--- src/rtl/txclk_pkg.sv ---
package txclk_pkg;

    localparam int DIV_W  = 3;
    localparam int SKEW_W = 2;

    typedef enum logic [1:0] {
        SPD_10M  = 2'b00,
        SPD_100M = 2'b01,
        SPD_1G   = 2'b10,
        SPD_RSVD = 2'b11
    } link_speed_e;

    // control word, MSB first: enable, skew, divider, source select
    typedef struct packed {
        logic              en;
        logic [SKEW_W-1:0] skew;
        logic [DIV_W-1:0]  div;
        logic              src;
    } txclk_cfg_t;

    localparam int CFG_W = $bits(txclk_cfg_t);

endpackage

--- src/rtl/txclk_cfg_ctl.sv ---
module txclk_cfg_ctl
    import txclk_pkg::*;
(
    input  logic             clk,
    input  logic             rst_n,
    input  logic             wr_en,
    input  logic [CFG_W-1:0] wr_data,
    input  logic [1:0]       speed_in,
    input  logic             fall_evt,
    input  logic             skew_idle,
    output txclk_cfg_t       act,
    output logic [1:0]       act_speed,
    output logic             run
);

    typedef struct packed {
        txclk_cfg_t shadow;
        txclk_cfg_t act;
        logic [1:0] speed;
        logic       hold;
    } cfg_state_t;

    cfg_state_t st_d, st_q;
    logic       live;
    logic       pend;

    always_comb begin
        st_d = st_q;
        live = st_q.act.en && (st_q.act.div >= DIV_W'(2));
        pend = (st_q.shadow != st_q.act) || (speed_in != st_q.speed);

        if (wr_en) begin
            st_d.shadow = txclk_cfg_t'(wr_data);
        end

        if (st_q.hold) begin
            // wait until the delayed output has drained, then restart
            if (skew_idle) begin
                st_d.act   = st_q.shadow;
                st_d.speed = speed_in;
                st_d.hold  = 1'b0;
            end
        end else if (!live) begin
            st_d.act   = st_q.shadow;
            st_d.speed = speed_in;
        end else if (fall_evt && pend) begin
            st_d.hold = 1'b1;
        end

        run = live && !st_q.hold;
    end

    always_ff @(posedge clk) begin
        if (!rst_n) begin
            st_q.shadow <= '0;
            st_q.act    <= '0;
            st_q.speed  <= SPD_1G;
            st_q.hold   <= 1'b0;
        end else begin
            st_q <= st_d;
        end
    end

    assign act       = st_q.act;
    assign act_speed = st_q.speed;

endmodule

--- src/rtl/txclk_div_chain.sv ---
module txclk_div_chain
    import txclk_pkg::*;
#(
    parameter int RATE_FE = 5,
    parameter int RATE_TE = 50
) (
    input  logic             clk,
    input  logic             rst_n,
    input  logic             tick_a,
    input  logic             tick_b,
    input  logic             run,
    input  logic             src_sel,
    input  logic [DIV_W-1:0] div_code,
    input  logic [1:0]       speed,
    output logic             flip,
    output logic             fall
);

    localparam int SPD_CW = (RATE_TE > 2) ? $clog2(RATE_TE) : 1;

    typedef struct packed {
        logic [DIV_W-1:0]  div_cnt;
        logic [SPD_CW-1:0] spd_cnt;
        logic              lvl;
    } chain_state_t;

    chain_state_t      st_d, st_q;
    logic              tick;
    logic              div_hit;
    logic              spd_hit;
    logic [SPD_CW-1:0] lim_m1;

    always_comb begin
        case (link_speed_e'(speed))
            SPD_10M:  lim_m1 = SPD_CW'(RATE_TE - 1);
            SPD_100M: lim_m1 = SPD_CW'(RATE_FE - 1);
            default:  lim_m1 = '0;
        endcase
    end

    always_comb begin
        st_d    = st_q;
        tick    = src_sel ? tick_b : tick_a;
        div_hit = run && tick && (st_q.div_cnt == (div_code - DIV_W'(1)));
        spd_hit = div_hit && (st_q.spd_cnt == lim_m1);

        if (!run) begin
            st_d = '0;
        end else begin
            if (tick) begin
                st_d.div_cnt = div_hit ? '0 : st_q.div_cnt + DIV_W'(1);
            end
            if (div_hit) begin
                st_d.spd_cnt = spd_hit ? '0 : st_q.spd_cnt + SPD_CW'(1);
            end
            if (spd_hit) begin
                st_d.lvl = ~st_q.lvl;
            end
        end

        flip = spd_hit;
        fall = spd_hit && st_q.lvl;
    end

    always_ff @(posedge clk) begin
        if (!rst_n) begin
            st_q <= '0;
        end else begin
            st_q <= st_d;
        end
    end

endmodule

--- src/rtl/txclk_skew.sv ---
module txclk_skew
    import txclk_pkg::*;
#(
    parameter int CNT_W = 10
) (
    input  logic              clk,
    input  logic              rst_n,
    input  logic              run,
    input  logic              flip,
    input  logic [SKEW_W-1:0] skew_code,
    output logic              dlvl,
    output logic              stb,
    output logic              idle
);

    localparam int DLY_W = CNT_W + SKEW_W;
    localparam int SLOTS = 2;

    typedef struct packed {
        logic [CNT_W-1:0]            since;
        logic                        first;
        logic                        step_ok;
        logic [CNT_W-1:0]            step;
        logic [SLOTS-1:0]            busy;
        logic [SLOTS-1:0][DLY_W-1:0] cnt;
        logic                        dlvl;
        logic                        stb;
    } skew_state_t;

    skew_state_t                 st_d, st_q;
    logic [DLY_W-1:0]            dly;
    logic                        dly_zero;
    logic                        expire;
    logic [CNT_W:0]              half_len;
    logic [SLOTS-1:0][DLY_W-1:0] dec;

    generate
        for (genvar g = 0; g < SLOTS; g++) begin : g_dec
            assign dec[g] = st_q.busy[g] ? st_q.cnt[g] - DLY_W'(1) : '0;
        end
    endgenerate

    always_comb begin
        st_d     = st_q;
        idle     = (st_q.busy == '0) && !st_q.dlvl;
        dly      = st_q.step_ok ? DLY_W'(skew_code) * DLY_W'(st_q.step) : '0;
        dly_zero = (dly == '0);
        expire   = st_q.busy[0] && (st_q.cnt[0] == DLY_W'(1));
        half_len = {1'b0, st_q.since} + {{CNT_W{1'b0}}, 1'b1};

        st_d.since = (st_q.since == '1) ? st_q.since : st_q.since + CNT_W'(1);

        // oldest pending edge sits in slot 0
        if (expire) begin
            st_d.busy = {1'b0, st_q.busy[1]};
            st_d.cnt  = {DLY_W'(0), dec[1]};
        end else begin
            st_d.busy = st_q.busy;
            st_d.cnt  = dec;
        end

        if (!run && idle) begin
            st_d.first   = 1'b0;
            st_d.step_ok = 1'b0;
            st_d.step    = '0;
        end

        if (flip) begin
            st_d.since = '0;
            if (!st_q.first) begin
                st_d.first = 1'b1;
            end else if (!st_q.step_ok) begin
                st_d.step_ok = 1'b1;
                st_d.step    = half_len[CNT_W:1];
            end
            if (!dly_zero) begin
                if (!st_d.busy[0]) begin
                    st_d.busy[0] = 1'b1;
                    st_d.cnt[0]  = dly;
                end else begin
                    st_d.busy[1] = 1'b1;
                    st_d.cnt[1]  = dly;
                end
            end
        end

        st_d.dlvl = st_q.dlvl ^ (expire || (flip && dly_zero));
        st_d.stb  = st_d.dlvl && !st_q.dlvl;
    end

    always_ff @(posedge clk) begin
        if (!rst_n) begin
            st_q <= '0;
        end else begin
            st_q <= st_d;
        end
    end

    assign dlvl = st_q.dlvl;
    assign stb  = st_q.stb;

endmodule

--- src/rtl/txclk_gen.sv ---
module txclk_gen
    import txclk_pkg::*;
#(
    parameter int RATE_FE = 5,
    parameter int RATE_TE = 50,
    parameter int CNT_W   = 10
) (
    input  logic             clk,
    input  logic             rst_n,
    input  logic             src_tick_a,
    input  logic             src_tick_b,
    input  logic [1:0]       link_speed,
    input  logic             cfg_we,
    input  logic [CFG_W-1:0] cfg_wdata,
    output logic             tx_clk,
    output logic             tx_stb
);

    txclk_cfg_t act;
    logic [1:0] act_speed;
    logic       run;
    logic       core_flip;
    logic       core_fall;
    logic       skew_idle;

    txclk_cfg_ctl u_cfg (
        .clk       (clk),
        .rst_n     (rst_n),
        .wr_en     (cfg_we),
        .wr_data   (cfg_wdata),
        .speed_in  (link_speed),
        .fall_evt  (core_fall),
        .skew_idle (skew_idle),
        .act       (act),
        .act_speed (act_speed),
        .run       (run)
    );

    txclk_div_chain #(
        .RATE_FE (RATE_FE),
        .RATE_TE (RATE_TE)
    ) u_chain (
        .clk      (clk),
        .rst_n    (rst_n),
        .tick_a   (src_tick_a),
        .tick_b   (src_tick_b),
        .run      (run),
        .src_sel  (act.src),
        .div_code (act.div),
        .speed    (act_speed),
        .flip     (core_flip),
        .fall     (core_fall)
    );

    txclk_skew #(
        .CNT_W (CNT_W)
    ) u_skew (
        .clk       (clk),
        .rst_n     (rst_n),
        .run       (run),
        .flip      (core_flip),
        .skew_code (act.skew),
        .dlvl      (tx_clk),
        .stb       (tx_stb),
        .idle      (skew_idle)
    );

endmodule

--- config.mk ---
export PLATFORM = sky130hd
export DESIGN_NAME = txclk_gen
export DESIGN_NICKNAME = d
export VERILOG_FILES = /design/src/rtl/txclk_pkg.sv /design/src/rtl/txclk_cfg_ctl.sv /design/src/rtl/txclk_div_chain.sv /design/src/rtl/txclk_skew.sv /design/src/rtl/txclk_gen.sv
export SDC_FILE = /design/constraint.sdc
export NUM_CORES = 1
export LEC_CHECK = 0
export BUFFER_PORTS_ARGS = -buffer_cell sky130_fd_sc_hd__buf_2
export CAP_MARGIN = 15
export CORE_UTILIZATION = 60
export DETAILED_ROUTE_END_ITERATION = 6
export MAX_ROUTING_LAYER = met4
export PLACE_DENSITY = 0.75
export SLEW_MARGIN = 20
export SYNTH_ARGS = -nofsm -noshare
export SYNTH_HDL_FRONTEND = slang
export SYNTH_SLANG_ARGS = --single-unit
--- constraint.sdc ---
create_clock -name clk -period 6.9 [get_ports clk]
set_input_delay 1.035 -clock clk [delete_from_list [all_inputs] [get_ports clk]]
set_output_delay 1.035 -clock clk [all_outputs]
set_load 0.02 [all_outputs]
-- After elaboration in Yosys (flattened, before gate mapping)
Index checks and enable logic that the tools add are counted.
- flip-flop bits (word level): 77
- bits of input ports: 14
- output and inout port bits: 2
- word-level logic and storage cells: 88
- add/subtract/negate cells: 7
- $mul: 1
- magnitude comparators: 1
- equal/unequal tests: 9
- muxes and demuxes: 22
- bitwise gates (word level): 3
- reduce and logical (&&, ||, !) cells: 23
- operator list (operator ; number):
    12-bit 2-to-1 mux ; 6
    26-bit 2-to-1 mux ; 2
    38-bit 2-to-1 mux ; 1
    12-bit by 1-bit subtractor with 12-bit output, second input constant ; 2
    11-bit 2-to-1 mux ; 2
    10-bit 2-to-1 mux ; 2
    12-bit by 1-bit equality test with 1-bit output, second input constant ; 1
    1-bit logical AND ; 12
    12-bit logical NOT ; 1
    2-bit by 10-bit multiplier with 12-bit output ; 1
    6-bit one-hot mux with 2 select lines ; 1
    10-bit by 1-bit adder with 11-bit output, second input constant ; 1
    10-bit by 1-bit adder with 10-bit output, second input constant ; 1
    10-bit equality test, second input constant ; 1
    9-bit 2-to-1 mux ; 1
    7-bit inequality test ; 1
    6-bit by 1-bit adder with 6-bit output, second input constant ; 1
    6-bit equality test ; 1
    6-bit 2-to-1 mux ; 1
    1-bit 2-to-1 mux ; 5
    2-bit logical NOT ; 2
    2-bit AND reduction ; 2
    3-bit by 1-bit adder with 3-bit output, second input constant ; 1
    3-bit equality test ; 1
    12 further kinds ; 16

-- Depth between registers and ports, before layout
- depth in word-level cells: 11
- mapped depth: 14
- depth with buffers taken out: 13

-- By module
Synthesis repeated with hierarchy kept, for this count alone.
- cells, all modules: 571
- area total of the unflattened synthesis: 4705.8 um^2
- modules (own cells, without submodules) (module ; times used ; cells an instance ; area each (um^2) ; sequential area each (um^2)):
    txclk_skew ; 1 ; 414 ; 3198.1 ; 1001.0
    txclk_cfg_ctl ; 1 ; 81 ; 832.0 ; 340.3
    txclk_div_chain ; 1 ; 76 ; 675.6 ; 200.2

-- Worst setup path before layout
Ideal clock, no wire load.
- kind: register to register
- start point: register u_cfg.act[5] (netlist name)
- end point: register u_skew.st_q[18] (netlist name)
- library setup time: 0.088 ns
- arrival time: 3.013 ns
- required time: 6.812 ns
- path slack: 3.799 ns
- cell stages (with the launch flop): 14
- path buffers: 1
- period minus slack after synthesis: 3.101 ns
- cells stage by stage: dfxtp_1 clkbuf_1 and2_1 ha_1 inv_1 fa_1 nand2b_1 a211oi_2 o31ai_1 mux2_2 and4b_1 a21oi_2 mux2_1 o32ai_2
- word-level cells in the longest chain between the ends: 5
- elaborated cells between the ends (all ways): 6
- those cells by class: mul (1); mux (4); reduce/logical (1)
- ends and longest elaborated chain (item ; line ; RTL):
    2-bit by 10-bit multiplier with 12-bit output (*) ; txclk_skew.sv:46 ; dly = st_q.step_ok ? DLY_W'(skew_code) * DLY_W'(st_q.step) : '0;
    12-bit 2-to-1 mux (*) ; txclk_skew.sv:46 ;
    12-bit logical NOT or 12-bit 2-to-1 mux (tied branches) ; txclk_skew.sv:47, txclk_skew.sv:77 ;
    26-bit 2-to-1 mux (*) ; txclk_skew.sv:76 ; if (!dly_zero) begin
    38-bit 2-to-1 mux (*) ; txclk_skew.sv:68 ; if (flip) begin
    to (signal assigned) ; txclk_skew.sv:95 ; st_q <= st_d;
    to (decl) ; txclk_skew.sv:30 ; skew_state_t st_d, st_q;
Mark *: on every way between the ends. The rest lies on a longest branch, timed or not.
A chain may end at the register's enable or synchronous reset.

-- Worst setup path after layout
- start point: register u_cfg.act[5] (netlist name)
- end point: register u_skew.st_q[17] (netlist name)
- word-level cells in the longest chain between the ends: 5
- elaborated cells between the ends (all ways): 6
- those cells by class: mul (1); mux (4); reduce/logical (1)
- ends and longest elaborated chain (item ; line):
    2-bit by 10-bit multiplier with 12-bit output (*) ; txclk_skew.sv:46
    12-bit 2-to-1 mux (*) ; txclk_skew.sv:46
    12-bit logical NOT or 12-bit 2-to-1 mux (tied branches) ; txclk_skew.sv:47, txclk_skew.sv:77
    26-bit 2-to-1 mux (*) ; txclk_skew.sv:76
    38-bit 2-to-1 mux (*) ; txclk_skew.sv:68
Marked as above.

==> key figures <==
Logic synthesis
  • Async SR Flop Fraction: 0%
  • EDFF count, synth: 0
  • Yosys top cell area share: between 30% and 40%
  • Most frequent cell after synthesis: nor2_1
  • YS warnings: 0
  • Area contributors post-synth: dfxtp_1 (35%), nor2_1 (6.8%), xor2_1 (5.9%)
  • Number of library cell types mapped by synthesis: 65
  • Syn Std Cell Area: 4448 sq um
  • Predominant post-synthesis flop cell: dfxtp_1
  • Cells after Synth: 532
  • Cell taking the most area after synthesis: dfxtp_1
  • Syn avg cell area: 8.361 sq um
  • Seq/Total Area, Yosys: roughly a third
  • Post-synth top cells: nor2_1 (80), dfxtp_1 (77), nand2_1 (51)
  • FF+latch count, synth: 77
  • Syn nets: 565

Timing
  • Setup TNS: 0 ns
  • RSZ-0062 raised after global routing: false
  • # setup viols final: 0
  • Slew @ Worst Pin: 0.7197 ns
  • Period minus WS final: 3.722 ns
  • Clock Skew: roughly 0.019 ns
  • Peak Freq: 268.7 MHz
  • Fin. max-slew vios: 0
  • Final cycle utilization of the critical path: 53.94%
  • Max-slew headroom: 51.88%
  • Final hold viol count: 0

Critical path
  • Setup CP Type: reg -> reg
  • Max Fanout on Critical Path: 13
  • Worst setup EP type: flip-flop
  • Worst Path Required: 7.15 ns
  • Critical path launch point type: flip-flop
  • Crit path DAT: ~4 ns

CTS
  • CTS buffer count: 9
  • Clock transition at path regs: 0.10 ns
  • Setup Fix Bufs, Post-CTS: 0
  • Root buffer cell: clkbuf_8
  • PostCTS Resize Cnt: 0
  • TritonCTS clock tree: done
  • CTS sink cnt: 77
  • CTS Hold Bufs: 0
  • Clock Latency Late Sink: 0.36 ns
  • H-tree depth: 3
  • Maximum clock path buffer count: 2

Floorplan
  • Row cnt: 31
  • Die W: 88.10 um
  • CORE AREA: 7214 sq um
  • Ports: 16
  • Initial core utilization: 61.65%
  • Die height: 88.10 um
  • DIE AREA: 7762 sq um

Placement
  • IO Port Bufs: 15
  • DP Wirelength: 7037 um
  • Routability cong.: 0.8826

Routing
  • WL final: around 9600 um
  • Wirelength per Cell: around 15 um
  • Routed vias: around 3700
  • Post-route DRC: 0
  • DR iter-0 viols: 175
  • Vias per inst: 5.777
  • Post-DRT Antenna Nets: 0
  • Initial DRT Pass Iterations: 5

Power
  • PwrDens: 173.5 nW/um^2
  • Maximum vdd ir drop: 0.1096 mV
  • Tot Pwr: 0.8249 mW
  • Lkg Pwr: 1.892 nW

Run
  • Max-Cap Viols: 0

Cells and area
  • Final Util: 65.90%
  • Filler cells: 647
  • Layout cell share with drive strength beyond 1: 9.024%
  • # nets final: 571
  • # diodes: 0
  • Area grow syn2layout: 6.892%

Min path
  • Hold Crit Class: reg -> reg

GRT
  • GR Util All Layers: 27.52%
  • Overflow after GRT: 0
  • Pin count of the biggest net entering global routing: 45
  • Vias in the first global route: around 3500
  • First-pass GRT wire length: about 16000 um
  • Antenna violations before repair: 0

Run status
  • Run status: finished, final reports clean
## worst paths after layout
check,cells after the start,endpoint,startpoint,slack (ns)
worst max-delay path,12,u_skew.st_q[17],u_cfg.act[5],3.18
worst max register to register,12,u_skew.st_q[17],u_cfg.act[5],3.18
worst min-delay path,2,u_cfg.st_q[0],u_chain.st_q[0],0.48
worst min register to register,2,u_cfg.st_q[0],u_chain.st_q[0],0.48
## layout by cell type, fill, tap and decap left out, drive strengths merged, types with 6 or more instances in the layout
master	instances
mux2	6
a21o	6
buf	16
a21oi	25
mux2i	20
inv	24
o21ai	15
xnor2	18
nor4	6
a31oi	11
xor2	30
clkbuf	9
and2	24
nand2	53
dfxtp	77
o22ai	7
nor2	80
nand3	13
nand2b	7
nand4	7
ha	18
nor3	10
## flip-flops by register name, indices dropped and copies added, names as in the netlist
name,count
u_cfg.act_speed,2
u_skew.st_q,48
u_skew.dlvl,1
u_cfg.st_q,8
u_cfg.act,7
u_chain.st_q,10
u_skew.stb,1
## metal layers
layer | GRT usage [%] | vias up | wire length, um
met5 | - | - | 0
met1 | 36.32 | 1733 | 4678
met2 | 43.27 | 91 | 4369
li1 | - | 1868 | -
met4 | 9.677 | 0 | 163
met3 | 3.770 | 17 | 357
## critical path, cell delays in order (launching register included)
cell	delay (ns)
dfxtp_1	0.51
and2_1	0.19
ha_1	0.16
inv_1	0.05
fa_1	0.39
nand2b_1	0.19
a211oi_2	0.30
o21ai_0	0.11
a21boi_0	0.35
and4b_1	0.29
a21oi_2	0.51
or4b_1	0.50
o41ai_1	0.07
## kinds of logic (layout without fill, tap and decap cells)
| group | Yosys count | count (layout) | share of synthesized area [%] |
|---|---|---|---|
| buf+inv | 41 | 52 | 3.628 |
| flops | 77 | 77 | 34.66 |
| compound gates | 98 | 98 | 14.99 |
| fa+ha+maj | 19 | 19 | 5.513 |
| xor+xnor | 49 | 49 | 9.986 |
| simple gates | 222 | 222 | 25.20 |
| mux | 26 | 26 | 6.020 |
## final cells by class
cell class	instances	area [sq um]	share of cell area [%]
sequential	77	1541	32.42
clock inverter	7	62.56	1.316
multi-input combinational	414	2745	57.74
inverter	20	75.07	1.579
timing repair buffer	16	82.58	1.737
tap	99	123.9	2.605
clock buffer	9	123.9	2.605
## through the flow
stage                     instance area, sq um  setup slack [ns]  hold slack (ns)  instances
after floorplan                           4448             3.799           0.4579        532
after global placement                    4568             3.401           0.4715        626
after detailed placement                  4568             3.214           0.4812        626
after CTS                                 4755             3.195           0.4836        642
after global routing                      4755             2.982           0.4904        642
final                                     4755             3.178           0.4831        642
## report_power, final
part           leakage (nW)  internal, mW  total [mW]  switching (mW)
Clock                0.0931         0.139       0.328           0.189
Combinational          1.18        0.0166      0.0386          0.0221
Sequential            0.623         0.450       0.458         0.00760
Note: power is estimated with default switching activity, not from simulation.
